## config.mk

```make
export PLATFORM = sky130hd
export DESIGN_NAME = fsc_bank
export DESIGN_NICKNAME = d
export VERILOG_FILES = /design/src/rtl/fsc_pkg.sv /design/src/rtl/fsc_counter.sv /design/src/rtl/fsc_ctrl.sv /design/src/rtl/fsc_status.sv /design/src/rtl/fsc_bank.sv
export SDC_FILE = /design/constraint.sdc
export NUM_CORES = 1
export LEC_CHECK = 0
export CELL_PAD_IN_SITES_DETAIL_PLACEMENT = 0
export CELL_PAD_IN_SITES_GLOBAL_PLACEMENT = 2
export CORE_UTILIZATION = 35
export DETAILED_ROUTE_END_ITERATION = 8
export HOLD_SLACK_MARGIN = 0.1
export PLACE_DENSITY = 0.77
export SLEW_MARGIN = 0
export SYNTH_ARGS = -nofsm -noshare
export SYNTH_HDL_FRONTEND = slang
export SYNTH_SLANG_ARGS = --single-unit
```

## constraint.sdc

```tcl
create_clock -name clk -period 2.9 [get_ports clk]
set_clock_uncertainty 0.1 [all_clocks]
set_input_delay 0.58 -clock clk [delete_from_list [all_inputs] [get_ports clk]]
set_output_delay 0.58 -clock clk [all_outputs]
set_load 0.01 [all_outputs]
```

## src/rtl/fsc_pkg.sv

```systemverilog
// Package: shared register offsets and control-field layout for the
// frame statistics counter bank. Assumes byte addressing, 32-bit words.
package fsc_pkg;
    localparam int CNT_BASE_OFS = 'h000;
    localparam int CTRL_OFS     = 'h100;
    localparam int STAT_OFS     = 'h104;
    localparam int IEN_OFS      = 'h108;

    // Control fields, MSB first so that bit 0 is the global clear.
    typedef struct packed {
        logic freeze;
        logic clr_on_rd;
        logic sat;
        logic glb_clr;
    } fsc_ctrl_t;
endpackage

```

## src/rtl/fsc_counter.sv

```systemverilog
// Module: one event counter of the bank.
// Applies these rules in order: global clear, clearing read, then a gated
// increment. An increment is blocked by freeze, and also by saturation
// when the counter is at all ones. Reports the increment that turns the
// top bit on. Assumes inc is a one-cycle pulse.
module fsc_counter #(
    parameter int CNT_W = 32
) (
    input  logic             clk,
    input  logic             rst_n,
    input  logic             inc,
    input  logic             glb_clr,
    input  logic             rd_clr,
    input  logic             freeze,
    input  logic             sat,
    output logic [CNT_W-1:0] cnt,
    output logic             half_evt
);
    localparam logic [CNT_W-1:0] HALF_M1 = {1'b0, {(CNT_W-1){1'b1}}};

    logic at_max;
    logic step;

    // Decide whether this cycle's event advances the counter.
    always_comb begin
        at_max   = &cnt;
        step     = inc && !freeze && !(sat && at_max);
        half_evt = step && !glb_clr && !rd_clr && (cnt == HALF_M1);
    end

    // Counter state: clears have priority over the increment.
    always_ff @(posedge clk) begin
        if (!rst_n) begin
            cnt <= '0;
        end else if (glb_clr || rd_clr) begin
            cnt <= '0;
        end else if (step) begin
            cnt <= cnt + 1'b1;
        end
    end

    a_r5_glb_zero: assert property (@(posedge clk) disable iff (!rst_n)
        glb_clr |=> (cnt == '0));
    a_r6_rd_zero: assert property (@(posedge clk) disable iff (!rst_n)
        rd_clr |=> (cnt == '0));
    a_r8_freeze_hold: assert property (@(posedge clk) disable iff (!rst_n)
        (freeze && !rd_clr && !glb_clr) |=> $stable(cnt));
    a_r4_sat_hold: assert property (@(posedge clk) disable iff (!rst_n)
        (sat && (&cnt) && !rd_clr && !glb_clr) |=> (&cnt));
    a_r3_step_one: assert property (@(posedge clk) disable iff (!rst_n)
        (inc && !freeze && !sat && !rd_clr && !glb_clr)
            |=> (cnt == CNT_W'($past(cnt) + 1'b1)));
endmodule

```

## src/rtl/fsc_ctrl.sv

```systemverilog
// Module: control and interrupt-enable registers.
// The global clear bit is stored as a one-cycle pulse. The other control
// bits and the enables hold until rewritten. Assumes the write strobes
// are already qualified by address and byte lane 0.
module fsc_ctrl
    import fsc_pkg::*;
#(
    parameter int NUM_CNT = 4
) (
    input  logic               clk,
    input  logic               rst_n,
    input  logic               wr_ctrl,
    input  logic               wr_ien,
    input  logic [3:0]         wdata_ctrl,
    input  logic [NUM_CNT-1:0] wdata_ien,
    output fsc_ctrl_t          ctrl,
    output logic [NUM_CNT-1:0] ien
);
    // Control register, with a self-clearing global clear bit.
    always_ff @(posedge clk) begin
        if (!rst_n) begin
            ctrl <= '0;
        end else begin
            ctrl.glb_clr <= wr_ctrl && wdata_ctrl[0];
            if (wr_ctrl) begin
                ctrl.sat       <= wdata_ctrl[1];
                ctrl.clr_on_rd <= wdata_ctrl[2];
                ctrl.freeze    <= wdata_ctrl[3];
            end
        end
    end

    // Interrupt enable register.
    always_ff @(posedge clk) begin
        if (!rst_n) begin
            ien <= '0;
        end else if (wr_ien) begin
            ien <= wdata_ien;
        end
    end

    a_r5_self_clear: assert property (@(posedge clk) disable iff (!rst_n)
        (ctrl.glb_clr && !wr_ctrl) |=> !ctrl.glb_clr);
endmodule

```

## src/rtl/fsc_status.sv

```systemverilog
// Module: per-counter half-range flags and the interrupt line.
// A flag is set by its counter's half-range event and cleared by a read of
// that counter covering byte lane 0. If both happen in the same cycle the
// set wins, because the read returned a value below half. The global
// clear drops every flag.
module fsc_status #(
    parameter int NUM_CNT = 4
) (
    input  logic               clk,
    input  logic               rst_n,
    input  logic [NUM_CNT-1:0] half_evt,
    input  logic [NUM_CNT-1:0] rd_hit,
    input  logic               glb_clr,
    input  logic [NUM_CNT-1:0] ien,
    output logic [NUM_CNT-1:0] status,
    output logic               irq
);
    // Flag register: global clear, then set, then read clear.
    always_ff @(posedge clk) begin
        if (!rst_n) begin
            status <= '0;
        end else if (glb_clr) begin
            status <= '0;
        end else begin
            status <= (status & ~rd_hit) | half_evt;
        end
    end

    // Interrupt: any enabled flag.
    always_comb irq = |(status & ien);

    for (genvar i = 0; i < NUM_CNT; i++) begin : g_chk
        a_r9_flag_set: assert property (@(posedge clk) disable iff (!rst_n)
            (half_evt[i] && !glb_clr) |=> status[i]);
        a_r10_flag_clear: assert property (@(posedge clk) disable iff (!rst_n)
            (rd_hit[i] && !half_evt[i]) |=> !status[i]);
    end
endmodule

```

## src/rtl/fsc_bank.sv

```systemverilog
// Module: top of the frame statistics counter bank.
// Decodes the register port, builds one counter per event input, and
// returns read data registered one cycle after the request. Assumes
// NUM_CNT <= 32, CNT_W <= 32, and that the address space fits ADDR_W.
module fsc_bank
    import fsc_pkg::*;
#(
    parameter int NUM_CNT = 4,
    parameter int CNT_W   = 32,
    parameter int ADDR_W  = 12
) (
    input  logic               clk,
    input  logic               rst_n,
    input  logic [NUM_CNT-1:0] evt_inc,
    input  logic               reg_req,
    input  logic               reg_wr,
    input  logic [ADDR_W-1:0]  reg_addr,
    input  logic [3:0]         reg_be,
    input  logic [31:0]        reg_wdata,
    output logic [31:0]        reg_rdata,
    output logic               reg_rvalid,
    output logic               irq
);
    localparam logic [ADDR_W-1:0] A_CTRL = ADDR_W'(CTRL_OFS);
    localparam logic [ADDR_W-1:0] A_STAT = ADDR_W'(STAT_OFS);
    localparam logic [ADDR_W-1:0] A_IEN  = ADDR_W'(IEN_OFS);

    fsc_ctrl_t          ctrl;
    logic [NUM_CNT-1:0] ien;
    logic [NUM_CNT-1:0] status;
    logic [NUM_CNT-1:0] cnt_sel;
    logic [NUM_CNT-1:0] rd_hit;
    logic [NUM_CNT-1:0] rd_clr;
    logic [NUM_CNT-1:0] half_evt;
    logic [CNT_W-1:0]   cnt_arr [NUM_CNT];
    logic               rd_req;
    logic               wr_ctrl;
    logic               wr_ien;
    logic [31:0]        rd_nxt;
    logic               unused_wbits;

    assign unused_wbits = ^{reg_wdata, reg_be[3:1]};

    // Access decode: kind of access, and which register it targets.
    always_comb begin
        rd_req  = reg_req && !reg_wr;
        wr_ctrl = reg_req && reg_wr && reg_be[0] && (reg_addr == A_CTRL);
        wr_ien  = reg_req && reg_wr && reg_be[0] && (reg_addr == A_IEN);
        for (int i = 0; i < NUM_CNT; i++) begin
            cnt_sel[i] = (reg_addr == ADDR_W'(CNT_BASE_OFS + 4 * i));
        end
        rd_hit = (rd_req && reg_be[0]) ? cnt_sel : '0;
        rd_clr = ctrl.clr_on_rd ? rd_hit : '0;
    end

    fsc_ctrl #(.NUM_CNT(NUM_CNT)) i_ctrl (
        .clk        (clk),
        .rst_n      (rst_n),
        .wr_ctrl    (wr_ctrl),
        .wr_ien     (wr_ien),
        .wdata_ctrl (reg_wdata[3:0]),
        .wdata_ien  (reg_wdata[NUM_CNT-1:0]),
        .ctrl       (ctrl),
        .ien        (ien)
    );

    for (genvar i = 0; i < NUM_CNT; i++) begin : g_cnt
        fsc_counter #(.CNT_W(CNT_W)) i_counter (
            .clk      (clk),
            .rst_n    (rst_n),
            .inc      (evt_inc[i]),
            .glb_clr  (ctrl.glb_clr),
            .rd_clr   (rd_clr[i]),
            .freeze   (ctrl.freeze),
            .sat      (ctrl.sat),
            .cnt      (cnt_arr[i]),
            .half_evt (half_evt[i])
        );
    end

    fsc_status #(.NUM_CNT(NUM_CNT)) i_status (
        .clk      (clk),
        .rst_n    (rst_n),
        .half_evt (half_evt),
        .rd_hit   (rd_hit),
        .glb_clr  (ctrl.glb_clr),
        .ien      (ien),
        .status   (status),
        .irq      (irq)
    );

    // Read mux: select the addressed register, zero for unmapped addresses.
    always_comb begin
        rd_nxt = '0;
        if (reg_addr == A_CTRL) begin
            rd_nxt[3:0] = ctrl;
        end else if (reg_addr == A_STAT) begin
            rd_nxt[NUM_CNT-1:0] = status;
        end else if (reg_addr == A_IEN) begin
            rd_nxt[NUM_CNT-1:0] = ien;
        end else begin
            for (int i = 0; i < NUM_CNT; i++) begin
                if (cnt_sel[i]) rd_nxt[CNT_W-1:0] = cnt_arr[i];
            end
        end
    end

    // Read return register: captures the pre-clear value on the clear edge.
    always_ff @(posedge clk) begin
        if (!rst_n) begin
            reg_rdata  <= '0;
            reg_rvalid <= 1'b0;
        end else begin
            reg_rvalid <= rd_req;
            if (rd_req) reg_rdata <= rd_nxt;
        end
    end

    a_r2_rvalid_follows: assert property (@(posedge clk) disable iff (!rst_n)
        rd_req |=> reg_rvalid);
    a_r2_rvalid_only_read: assert property (@(posedge clk) disable iff (!rst_n)
        !rd_req |=> !reg_rvalid);
    a_r11_irq_needs_enable: assert property (@(posedge clk) disable iff (!rst_n)
        (ien == '0) |-> !irq);
endmodule

```

==> metrics.md <==
| Metric | Value |
|---|---|
| Share of cells above drive strength 1 | 0.125 |
| Worst path required time | 3.16 ns |
| Slowest stage delay, CP | 0.54 ns |
| Fin worst setup slack | 0.391 ns |
| Worst min path class | register to register |
| Post-synth top flop | dfxtp_1 |
| Routability cong. | 0.810 |
| Util after Layout | 0.430 |
| Fill cells | 2,595 |
| Worst slack at placement | 0.0313 ns |
| Initial core utilization | 0.361 |
| Post-DP HPWL | 22,100 µm |
| Die Y | 164 µm |
| PortBufs | 58 |
| Largest net degree at the start of global routing | 44 |
| CP bufs+invs | 0 |
| H-tree depth | 4 |
| Area of the multi-input gates | 5380 µm² |
| Hold Buf Count CTS | 0 |
| Leak | 3.62 nW |
| RSZ-0062 raised after global routing | false |
| Total vias in the final route | 8,837 |
| Hold Fails Final Rpt | 0 |
| Sequential fraction of the synthesis area | 0.376 |
| Syn Inst Count | 1,114 |
| Global-route wire length before repair | 46,400 µm |
| Tmin final | 2.51 ns |
| Pwr dens | 448 nW/µm² |
| Num CTS Buffers | 17 |
| Crit-path slowest cell | or4b_1 |
| Clk Latency, worst-skew pair | 0.44 ns |
| Placed cell area | 10,400 µm² |
| GRT Total Usage | 0.226 |
| Seq cells post-synth | 173 |
| CTS root buf | clkbuf_16 |
| Core box area | 25,500 µm² |
| CP Cell Sequence | ha_1, nand2_1, or4b_1, a211o_1, or4_1, o21ai_0 |
| Unique cell type count in the Yosys netlist | 66 |
| Final antenna-violating net count | 0 |
| Hold slack | 0.361 ns |
| Final #Nets | 1,244 |
| Mean post-synth cell area | 8.26 µm² |
| Final worst path period share | 0.865 |
| Post-CTS setup buffers | 0 |
| Final instance area | 11,000 µm² |
| Max-Cap Viols | 0 |
| CTS tree | yes |
| Num rows | 58 |
| Outcome | finished, final reports clean |
| Total grt overflow | 0 |
| # setup viols final | 0 |
| WS Path Type | register to register |
| Async S/R FF share, synth | 0 |
| Initial antenna violation count | 0 |
| Clk buf depth | 2 |
| Peak supply drop | 311 µV |
| Crit start category | register |
| Avg WL per Cell | 19.5 µm |
| Slew HR | 0.433 |
| Cell family with most CP delay | simple AND/OR/NAND/NOR gates |
| Clock sink count | 173 |
| Post-Route Setup TNS | 0 ns |
| CP Max Fanout | 11 |
| Iter 0 DRT Violations | 542 |
| Synth warnings | 0 |
| Vias per inst | 5.79 |
| ANT cells | 0 |
| I/O pin count | 90 |
| Die Width | 164 µm |
| Fmax | 399 MHz |
| Post-synth EDFFs | 0 |
| Synth-to-Final Area Change | 19.2% |
| First-pass iteration count of the detailed router | 5 |
| Synthesized area | 9200 µm² |
| Register area | 3460 µm² |
| Fin. max-slew vios | 0 |
| Clock transition at the registers of the reported paths | 0.08 ns |
| Die area | 26,900 µm² |
| Worst setup EP type | register |
| Worst slew pin tran | 0.850 ns |
| Data arrival, critical path | 2.77 ns |
| Post-CTS sizing | 0 |
| Vias in the first global route | 8,029 |
| DRC | 0 |
| Syn Nets | 1,174 |
| DRT Wirelength | 29,700 µm |
-- power by group --
group	switching, W	internal (W)
Clock	0.00112	0.00113
Combinational	0.000164	0.000110
Sequential	0.0000127	0.00238
Total	0.00130	0.00362
-- state kept, by name (all words and copies together) (netlist names) --
signal / cells
reg_rdata: 32
i_ctrl.ctrl: 4
reg_rvalid: 1
i_status.status: 4
g_cnt.i_counter.cnt: 128
i_ctrl.ien: 4
-- placed cells by master, fill, tap and decap left out, types with 5 or more instances in the layout --
cell type / n
nand2b_1: 7
o211ai_1: 11
or4_1: 30
clkdlybuf4s50_1: 56
xor2_1: 8
and3_1: 24
clkbuf_16: 17
nand3_1: 48
inv_1: 14
nor3_1: 5
nand4_1: 42
and4_1: 16
buf_4: 54
buf_12: 6
and2_1: 10
nor2_1: 66
or3_1: 81
nor2b_1: 9
nor4_1: 7
a21oi_1: 96
xnor2_1: 13
mux2i_1: 7
dfxtp_1: 173
o22ai_1: 32
nand2_1: 106
a211oi_1: 6
o31ai_1: 47
o21ai_0: 82
mux2_2: 30
-- Yosys cell counts, types with 4 or more instances --
cell type    n  area share
and4b_1      4      0.0044
buf_2       20       0.011
inv_1       14      0.0057
and2_1      10      0.0068
and3_1      24       0.016
nor3_1       5      0.0027
or3_1       81       0.055
o211ai_1    11      0.0090
and4_1      16       0.015
or4_1       30       0.024
a21oi_1     96       0.052
nand2_1    106       0.043
nor4_4       4      0.0092
dfxtp_1    173        0.38
ha_1         4      0.0054
a211oi_1     6      0.0049
xor2_1       8      0.0076
nand2b_1     7      0.0048
nand3_1     48       0.026
mux2_2      30       0.037
nand4_1     42       0.029
mux4_2       4      0.0098
a32o_1       4      0.0044
buf_4        5      0.0041
o22ai_1     32       0.022
nor2b_1     10      0.0068
clkbuf_1    36       0.015
nor4_1       7      0.0048
o21ai_0     82       0.045
xnor2_1     13       0.012
nor2_1      66       0.027
mux2i_1      7      0.0076
a22o_1       4      0.0038
o31ai_1     47       0.038
a21o_1       4      0.0033
-- metal layers --
metal	global-route usage	share of wire	vias up
li1	-	-	4378
met1	0.312	0.48	4273
met2	0.369	0.47	171
met3	0.0316	0.040	15
met4	0.0505	0.0089	0
met5	0	0	-
-- logic make-up after synthesis --
group                    count (synthesis)  synth area share
flip-flops                             173             0.376
XOR/XNOR                                21            0.0200
multiplexers                            41            0.0541
AND/OR/NAND/NOR                        480             0.296
AO/OA/AOI/OAI                          314             0.209
adder cells (fa/ha/maj)                  4           0.00544
buffers and inverters                   81            0.0389
-- layout make-up --
type | instances | area share
well taps | 330 | 0.0377
inverters | 14 | 0.00479
flip-flops and latches | 173 | 0.316
repair buffers | 118 | 0.100
multi-input cells | 860 | 0.491
clock buffers | 17 | 0.0388
clock inverters | 14 | 0.0120
-- final timing paths --
path | from | endpoint | slack, ns | depth (start not counted)
max reg2reg | g_cnt[0].i_counter.cnt[1] | g_cnt[0].i_counter.cnt[26] | 0.39 | 6
max | g_cnt[0].i_counter.cnt[1] | g_cnt[0].i_counter.cnt[26] | 0.39 | 6
min reg2reg | reg_rdata[5] | reg_rdata[5] | 0.36 | 2
min | reg_rdata[5] | reg_rdata[5] | 0.36 | 2
-- worst min-delay path, stage by stage (launching register included) --
cell and delay [ns]:
dfxtp_1 0.33, nand2_1 0.05, o31ai_1 0.05
-- through the flow --
step                      cells  power (W)
after floorplan            1114    0.00259
after global placement     1495    0.00273
after detailed placement   1495    0.00273
after CTS                  1526    0.00498
after global routing       1526    0.00510
final                      1526    0.00492
No activity file was read; power rests on OpenSTA's default activity.
